--- src/rtl/cam_pkg.sv ---
package cam_pkg;
    typedef enum logic [1:0] {
        REG_KEY  = 2'd0,
        REG_MSKA = 2'd1,
        REG_MSKB = 2'd2,
        REG_NONE = 2'd3
    } reg_sel_e;

    typedef enum logic [1:0] {
        MSEL_OFF0 = 2'd0,
        MSEL_A    = 2'd1,
        MSEL_B    = 2'd2,
        MSEL_OFF3 = 2'd3
    } msel_e;
endpackage

--- src/rtl/cam_care_gen.sv ---
module cam_care_gen #(
    parameter int WORD_W = 64,
    parameter int SEG_W  = 16,
    localparam int NSEG  = WORD_W / SEG_W,
    localparam int CW    = $clog2(NSEG)
) (
    input  logic [CW-1:0]     cam_width,
    input  logic              ram_low,
    input  logic [1:0]        mask_sel,
    input  logic [WORD_W-1:0] mask_a,
    input  logic [WORD_W-1:0] mask_b,
    output logic [WORD_W-1:0] care
);
    import cam_pkg::*;

    logic [NSEG-1:0]   seg_on;
    logic [WORD_W-1:0] excl;

    always_comb begin
        int n_cam;
        n_cam = int'(cam_width) + 1;
        for (int s = 0; s < NSEG; s++) begin
            if (ram_low) seg_on[s] = (s >= NSEG - n_cam);
            else         seg_on[s] = (s < n_cam);
        end
    end

    always_comb begin
        case (msel_e'(mask_sel))
            MSEL_A:  excl = mask_a;
            MSEL_B:  excl = mask_b;
            default: excl = '0;
        endcase
    end

    for (genvar g = 0; g < NSEG; g++) begin : g_seg
        assign care[g*SEG_W +: SEG_W] = {SEG_W{seg_on[g]}} & ~excl[g*SEG_W +: SEG_W];
    end
endmodule

--- src/rtl/cam_match_vec.sv ---
module cam_match_vec #(
    parameter int N = 16,
    parameter int W = 64
) (
    input  logic [W-1:0] words [N],
    input  logic [N-1:0] valid,
    input  logic [W-1:0] key,
    input  logic [W-1:0] care,
    output logic [N-1:0] hit
);
    for (genvar g = 0; g < N; g++) begin : g_line
        assign hit[g] = valid[g] && (((words[g] ^ key) & care) == '0);
    end
endmodule

--- src/rtl/cam_prio_enc.sv ---
module cam_prio_enc #(
    parameter int N  = 16,
    localparam int AW = $clog2(N)
) (
    input  logic [N-1:0]  req,
    output logic          any,
    output logic [AW-1:0] idx,
    output logic          multi
);
    always_comb begin
        any   = |req;
        multi = ($countones(req) > 1);
        idx   = '0;
        for (int i = N - 1; i >= 0; i--) begin
            if (req[i]) idx = AW'(i);
        end
    end
endmodule

--- src/rtl/cam_match_array.sv ---
module cam_match_array #(
    parameter int ENTRIES = 16,
    parameter int WORD_W  = 64,
    parameter int SEG_W   = 16,
    localparam int AW     = $clog2(ENTRIES),
    localparam int NSEG   = WORD_W / SEG_W,
    localparam int SW     = $clog2(NSEG)
) (
    input  logic              clk,
    input  logic              rst_n,
    input  logic              ent_wr,
    input  logic [AW-1:0]     ent_addr,
    input  logic [WORD_W-1:0] ent_data,
    input  logic              ent_valid,
    input  logic              reg_wr,
    input  logic [1:0]        reg_sel,
    input  logic [SW-1:0]     reg_seg,
    input  logic [SEG_W-1:0]  reg_data,
    input  logic              cmp_req,
    input  logic [1:0]        mask_sel,
    input  logic [SW-1:0]     cam_width,
    input  logic              ram_low,
    input  logic              mf_en,
    input  logic              ff_en,
    input  logic              casc_match_in,
    input  logic              casc_full_in,
    input  logic              hp_inval,
    input  logic              nf_write,
    output logic              match_flag,
    output logic              stat_match,
    output logic              multi_match,
    output logic [AW-1:0]     match_addr,
    output logic              full_flag,
    output logic              stat_full,
    output logic [AW-1:0]     free_addr
);
    import cam_pkg::*;

    typedef struct {
        logic [WORD_W-1:0] key;
        logic [WORD_W-1:0] msk_a;
        logic [WORD_W-1:0] msk_b;
    } opr_t;

    typedef struct {
        logic [WORD_W-1:0] word [ENTRIES];
        logic [ENTRIES-1:0] valid;
        opr_t               opr;
        logic               hit;
        logic               multi;
        logic [AW-1:0]      addr;
    } state_t;

    state_t st_q, st_d;
    opr_t   opr_d;

    logic [WORD_W-1:0]  care;
    logic [ENTRIES-1:0] line_hit;
    logic               any_hit, many_hit;
    logic [AW-1:0]      hit_idx;
    logic               free_any, free_multi;
    logic [AW-1:0]      free_idx;
    logic               trigger;

    // Operand registers: next value includes this cycle's segment write
    always_comb begin
        opr_d = st_q.opr;
        if (reg_wr) begin
            case (reg_sel_e'(reg_sel))
                REG_KEY:  opr_d.key  [reg_seg*SEG_W +: SEG_W] = reg_data;
                REG_MSKA: opr_d.msk_a[reg_seg*SEG_W +: SEG_W] = reg_data;
                REG_MSKB: opr_d.msk_b[reg_seg*SEG_W +: SEG_W] = reg_data;
                default:  ;
            endcase
        end
    end

    cam_care_gen #(.WORD_W(WORD_W), .SEG_W(SEG_W)) u_care (
        .cam_width (cam_width),
        .ram_low   (ram_low),
        .mask_sel  (mask_sel),
        .mask_a    (opr_d.msk_a),
        .mask_b    (opr_d.msk_b),
        .care      (care)
    );

    cam_match_vec #(.N(ENTRIES), .W(WORD_W)) u_match (
        .words (st_q.word),
        .valid (st_q.valid),
        .key   (opr_d.key),
        .care  (care),
        .hit   (line_hit)
    );

    cam_prio_enc #(.N(ENTRIES)) u_hit_enc (
        .req   (line_hit),
        .any   (any_hit),
        .idx   (hit_idx),
        .multi (many_hit)
    );

    cam_prio_enc #(.N(ENTRIES)) u_free_enc (
        .req   (~st_q.valid),
        .any   (free_any),
        .idx   (free_idx),
        .multi (free_multi)
    );

    assign trigger = cmp_req
                   | (reg_wr && (reg_seg == SW'(NSEG - 1))
                      && (reg_sel_e'(reg_sel) != REG_NONE));

    always_comb begin
        st_d     = st_q;
        st_d.opr = opr_d;
        if (ent_wr) begin
            st_d.word[ent_addr]  = ent_data;
            st_d.valid[ent_addr] = ent_valid;
        end else if (nf_write && ff_en && free_any) begin
            st_d.word[free_idx]  = ent_data;
            st_d.valid[free_idx] = 1'b1;
        end else if (hp_inval && mf_en && st_q.hit) begin
            st_d.valid[st_q.addr] = 1'b0;
        end
        if (trigger) begin
            st_d.hit   = any_hit;
            st_d.multi = many_hit;
            st_d.addr  = hit_idx;
        end
    end

    always_ff @(posedge clk or negedge rst_n) begin
        if (!rst_n) begin
            for (int i = 0; i < ENTRIES; i++) st_q.word[i] <= '0;
            st_q.valid     <= '0;
            st_q.opr.key   <= '0;
            st_q.opr.msk_a <= '0;
            st_q.opr.msk_b <= '0;
            st_q.hit       <= 1'b0;
            st_q.multi     <= 1'b0;
            st_q.addr      <= '0;
        end else begin
            st_q <= st_d;
        end
    end

    assign stat_match  = st_q.hit;
    assign multi_match = st_q.multi;
    assign match_addr  = st_q.addr;
    assign match_flag  = casc_match_in | (mf_en & st_q.hit);
    assign stat_full   = ~free_any;
    assign free_addr   = free_idx;
    assign full_flag   = casc_full_in & (~ff_en | ~free_any);

    // Assertions
    assert_result_hold_R6: assert property (@(posedge clk) disable iff (!rst_n)
        !trigger |=> ($stable(stat_match) && $stable(multi_match) && $stable(match_addr)));

    assert_multi_has_hit_R7: assert property (@(posedge clk) disable iff (!rst_n)
        multi_match |-> stat_match);

    assert_hp_ignored_R8: assert property (@(posedge clk) disable iff (!rst_n)
        (hp_inval && !mf_en && !ent_wr && !nf_write) |=> $stable(st_q.valid));

    assert_hp_clears_R9: assert property (@(posedge clk) disable iff (!rst_n)
        (hp_inval && mf_en && stat_match && !ent_wr && !nf_write)
        |=> !st_q.valid[$past(match_addr)]);

    assert_free_is_empty_R10: assert property (@(posedge clk) disable iff (!rst_n)
        !stat_full |-> !st_q.valid[free_addr]);

    assert_free_pair_R10: assert property (@(posedge clk) disable iff (!rst_n)
        free_multi |-> ($countones(st_q.valid) <= ENTRIES - 2));

    assert_nf_ignored_R11: assert property (@(posedge clk) disable iff (!rst_n)
        (nf_write && (!ff_en || stat_full) && !ent_wr && !hp_inval) |=> $stable(st_q.valid));

    assert_nf_fills_R11: assert property (@(posedge clk) disable iff (!rst_n)
        (nf_write && ff_en && !stat_full && !ent_wr) |=> st_q.valid[$past(free_addr)]);
endmodule

--- config.mk ---
export PLATFORM = sky130hd
export DESIGN_NAME = cam_match_array
export DESIGN_NICKNAME = d
export VERILOG_FILES = /design/src/rtl/cam_pkg.sv /design/src/rtl/cam_care_gen.sv /design/src/rtl/cam_match_vec.sv /design/src/rtl/cam_prio_enc.sv /design/src/rtl/cam_match_array.sv
export SDC_FILE = /design/constraint.sdc
export NUM_CORES = 2
export LEC_CHECK = 0
export ABC_CLOCK_PERIOD_IN_PS = 10190
export BUFFER_PORTS_ARGS = -buffer_cell sky130_fd_sc_hd__buf_4
export CELL_PAD_IN_SITES_DETAIL_PLACEMENT = 1
export CELL_PAD_IN_SITES_GLOBAL_PLACEMENT = 1
export CORE_UTILIZATION = 45
export CTS_CLUSTER_DIAMETER = 200
export DETAILED_ROUTE_END_ITERATION = 8
export PLACE_DENSITY = 0.77
export SLEW_MARGIN = 30
export SYNTH_ARGS = -nofsm -noshare
export SYNTH_HDL_FRONTEND = slang
export SYNTH_SLANG_ARGS = --single-unit
--- constraint.sdc ---
create_clock -name clk -period 10.19 [get_ports clk]
set_input_delay 2.5475 -clock clk [delete_from_list [all_inputs] [get_ports clk]]
set_output_delay 2.5475 -clock clk [all_outputs]
set_load 0.005 [all_outputs]
==> Implementation_results.wiki <==
{| class="wikitable"
! Metric !! Value
|-
| Number of buffers added to fix hold violations after cts || 0
|-
| Final Max Slew Viols || 0
|-
| Remaining antenna violation count after routing || 0
|-
| Worst hold margin || 0.5091 ns
|-
| Fraction of final layout cells sized beyond drive strength 1 || 37.02%
|-
| Antenna violations before repair || 27
|-
| Cells after synthesis || 5091
|-
| Layout Cell Area excl Fill || 74820 µm²
|-
| Commonest cells after routing, fill and taps aside || sky130_fd_sc_hd__dfrtp_1, sky130_fd_sc_hd__mux2_2, sky130_fd_sc_hd__xnor2_1
|-
| Horizontal die dimension || 381.1 µm
|-
| Final weighted congestion in routability-driven placement || 0.9914
|-
| Worst-path fanout max || 22
|-
| Standard cell with the maximum stage delay on the critical path || sky130_fd_sc_hd__a2111oi_0
|-
| Type of destination of the critical path || flip-flop
|-
| Number of H-tree levels || 4
|-
| Number of fillers in the final layout || 14078
|-
| Pre-CTS WS || 0.02260 ns
|-
| Proportion of register bits with asynchronous set or reset after synthesis || 100.0%
|-
| Yosys top cell area share || 47.90%
|-
| Clock Skew || 0.03123 ns
|-
| Overall power of the completed layout || 0.01758 W
|-
| DRC violations left || 0
|-
| Count of buffers added by post-CTS timing repair for setup || 0
|-
| Top_reg_cell synth || sky130_fd_sc_hd__dfrtp_1
|-
| Yosys warning total || 0
|-
| Required time worst endpoint || 10.90 ns
|-
| Clock Root Buffer || sky130_fd_sc_hd__clkbuf_16
|-
| Number of global-route vias before repair || 50611
|-
| Setup violators final || 0
|-
| Cell family with most CP delay || adder cells
|-
| Delay of the slowest critical-path stage || 0.84 ns
|-
| Measured slew at the worst slew-check pin || 1.078 ns
|-
| VDD IR-drop max || 0.1774 mV
|-
| Cell variety after synth || 72
|-
| Total clock buffers created by CTS || 140
|-
| Synth top area cells || sky130_fd_sc_hd__dfrtp_1, sky130_fd_sc_hd__mux2_2, sky130_fd_sc_hd__xnor2_1, sky130_fd_sc_hd__a22oi_1, sky130_fd_sc_hd__mux2i_4
|-
| Max_slew headroom || 26.62%
|-
| Net count after synthesis || 5235
|-
| Setup ws final || 0.6187 ns
|-
| Final cycle utilization of the critical path || 93.93%
|-
| Synth Area per Inst || 12.70 µm²
|-
| Sequential area share after synthesis || 47.90%
|-
| Nets || 5454
|-
| Result of the run || complete, no violations
|-
| Wire length per cell after detailed routing || 38.52 µm
|-
| Synth area leader || sky130_fd_sc_hd__dfrtp_1
|-
| Number of DRC markers after the initial detailed-route iteration || 6512
|-
| Number of enable flip-flop cells after synthesis || 0
|-
| Achievable clock frequency || 0.1045 GHz
|-
| Total standard cell area after synthesis || 64680 µm²
|-
| RSZ-0062 raised after global routing || false
|-
| Total cell area at the placement stage || 69940 µm²
|-
| Routed Wire Length || 281.9 mm
|-
| Die Ht || 381.1 µm
|-
| Std cell rows || 138
|-
| Cts repair resizes || 0
|-
| Clock network latency to the later pin of the worst-skew pair || 0.82 ns
|-
| P&R area growth vs syn || 15.68%
|-
| Pre-Repair DR Iteration Count || 5
|-
| Wire length of the first global-routing pass || 396.0 mm
|-
| CORE AREA || 142100 µm²
|-
| Largest net degree at the start of global routing || 168
|-
| Number of buffers and inverters on the critical path || 7
|-
| Initial core utilization || 45.51%
|-
| Reg clk slew, reported paths || 0.06 ns
|-
| Areal power density over the cells || 234.9 nW/µm²
|-
| Die area || 145200 µm²
|-
| Leak || 32.05 nW
|-
| Leftover overflow at the end of global routing || 0
|-
| Total of max-cap violations || 0
|-
| CTS tree || done
|-
| Type of the worst setup path || primary input to flip-flop
|-
| Number of port buffers || 117
|-
| Number of endpoints with negative hold slack in the final report || 0
|-
| Global-route usage over all layers || 38.55%
|-
| Top Ports || 118
|-
| CTS Sinks || 1238
|-
| Arr. time, crit path || 10.28 ns
|-
| Mean number of vias per cell || 6.685
|-
| Path category of the worst min-delay check || flip-flop to flip-flop
|-
| Number of synthesized register bits || 1238
|-
| Most common cell after layout, fill and taps aside || sky130_fd_sc_hd__dfrtp_1
|-
| Deepest clock path buffer count || 3
|-
| Total number of vias || 48921
|-
| Kind of launch point of the worst setup path || primary input
|-
| Post-layout min period || 9.571 ns
|-
| Detailed placer's ending HPWL || 186.6 mm
|}
-- synth_stat cells (14+ instances only) --
cell                       number
sky130_fd_sc_hd__a22o_1        45
sky130_fd_sc_hd__clkbuf_1     266
sky130_fd_sc_hd__a21oi_1       31
sky130_fd_sc_hd__nand2_1       90
sky130_fd_sc_hd__a221oi_1      63
sky130_fd_sc_hd__a22oi_1      382
sky130_fd_sc_hd__nand4_1      108
sky130_fd_sc_hd__a221oi_2      30
sky130_fd_sc_hd__o22ai_1       15
sky130_fd_sc_hd__inv_1        108
sky130_fd_sc_hd__and4b_1       24
sky130_fd_sc_hd__and4bb_2      20
sky130_fd_sc_hd__nor4_1        19
sky130_fd_sc_hd__dfrtp_1     1238
sky130_fd_sc_hd__o21ai_0       24
sky130_fd_sc_hd__xnor2_1      977
sky130_fd_sc_hd__a211oi_1      14
sky130_fd_sc_hd__nand3_1       34
sky130_fd_sc_hd__nor3b_1       15
sky130_fd_sc_hd__mux2_2      1146
sky130_fd_sc_hd__mux2i_4       51
sky130_fd_sc_hd__ha_1          28
sky130_fd_sc_hd__buf_4         19
sky130_fd_sc_hd__xor2_1        48
sky130_fd_sc_hd__buf_2         91
sky130_fd_sc_hd__nor3_1        17
sky130_fd_sc_hd__nor2_1        35
-- metal layers --
layer	global-route usage [%]	share of wire, %	vias to the layer above
met5	0	0.038	-
met4	23.94	7.2	18
met3	12.23	12	965
met2	54.19	42	3313
met1	51.40	39	25951
li1	-	-	18674
-- power breakdown --
group          total, W  internal [W]  switching [W]
combinational   0.00523       0.00247        0.00276
clock           0.00528       0.00305        0.00222
sequential      0.00707       0.00613       0.000941
-- metrics by stage --
stage          setup TNS [ns]  cells  util, %
2_1_floorplan               0   5091        -
3_3_place_gp         -0.06000   7046    49.12
3_5_place_dp                0   7053    49.22
4_1_cts                     0   7306    52.54
5_1_grt                     0   7311    52.64
6_report                    0   7318    52.65
-- area by class of cell --
class | count | area, µm² | share of cell area (%)
repair buffers | 464 | 4103 | 5.483
clock buffers | 214 | 4234 | 5.659
diodes | 7 | 17.52 | 0.02341
flip-flops and latches | 1238 | 30980 | 41.41
inverters | 109 | 409.1 | 0.5468
multi-input cells | 3357 | 32220 | 43.07
clock inverters | 39 | 488.0 | 0.6522
well taps | 1890 | 2365 | 3.161
-- flip-flops by register name, indices dropped and copies added (netlist names) --
register	count
match_addr	4
multi_match	1
st_q	1232
stat_match	1
-- kinds of logic (layout without fill, tap and decap cells) --
kind of cell | after synthesis | in the layout | synth area share (%)
XOR/XNOR | 1025 | 1025 | 13.88
multiplexers | 1207 | 1207 | 21.94
AND/OR/NAND/NOR | 414 | 414 | 3.943
buffers and inverters | 496 | 826 | 3.237
other | 0 | 7 | 0
AO/OA/AOI/OAI | 672 | 672 | 8.216
flip-flops | 1238 | 1238 | 47.90
adder cells (fa/ha/maj) | 39 | 39 | 0.8822
-- worst paths after layout --
check | startpoint | endpoint | slack [ns] | cells after the start
worst max register to register | st_q[158]$_DFF_PN0_ | multi_match$_DFFE_PN0P_ | 3.25 | 21
max in group asynchronous | rst_n | st_q[830]$_DFFE_PN0P_ | 6.04 | 3
worst min register to register | st_q[35]$_DFF_PN0_ | st_q[35]$_DFF_PN0_ | 0.51 | 1
min in group asynchronous | rst_n | st_q[152]$_DFF_PN0_ | 1.71 | 1
worst min-delay path | st_q[35]$_DFF_PN0_ | st_q[35]$_DFF_PN0_ | 0.51 | 1
worst max-delay path | reg_seg[0] | multi_match$_DFFE_PN0P_ | 0.62 | 25
Power figures use the tool's default switching activity.
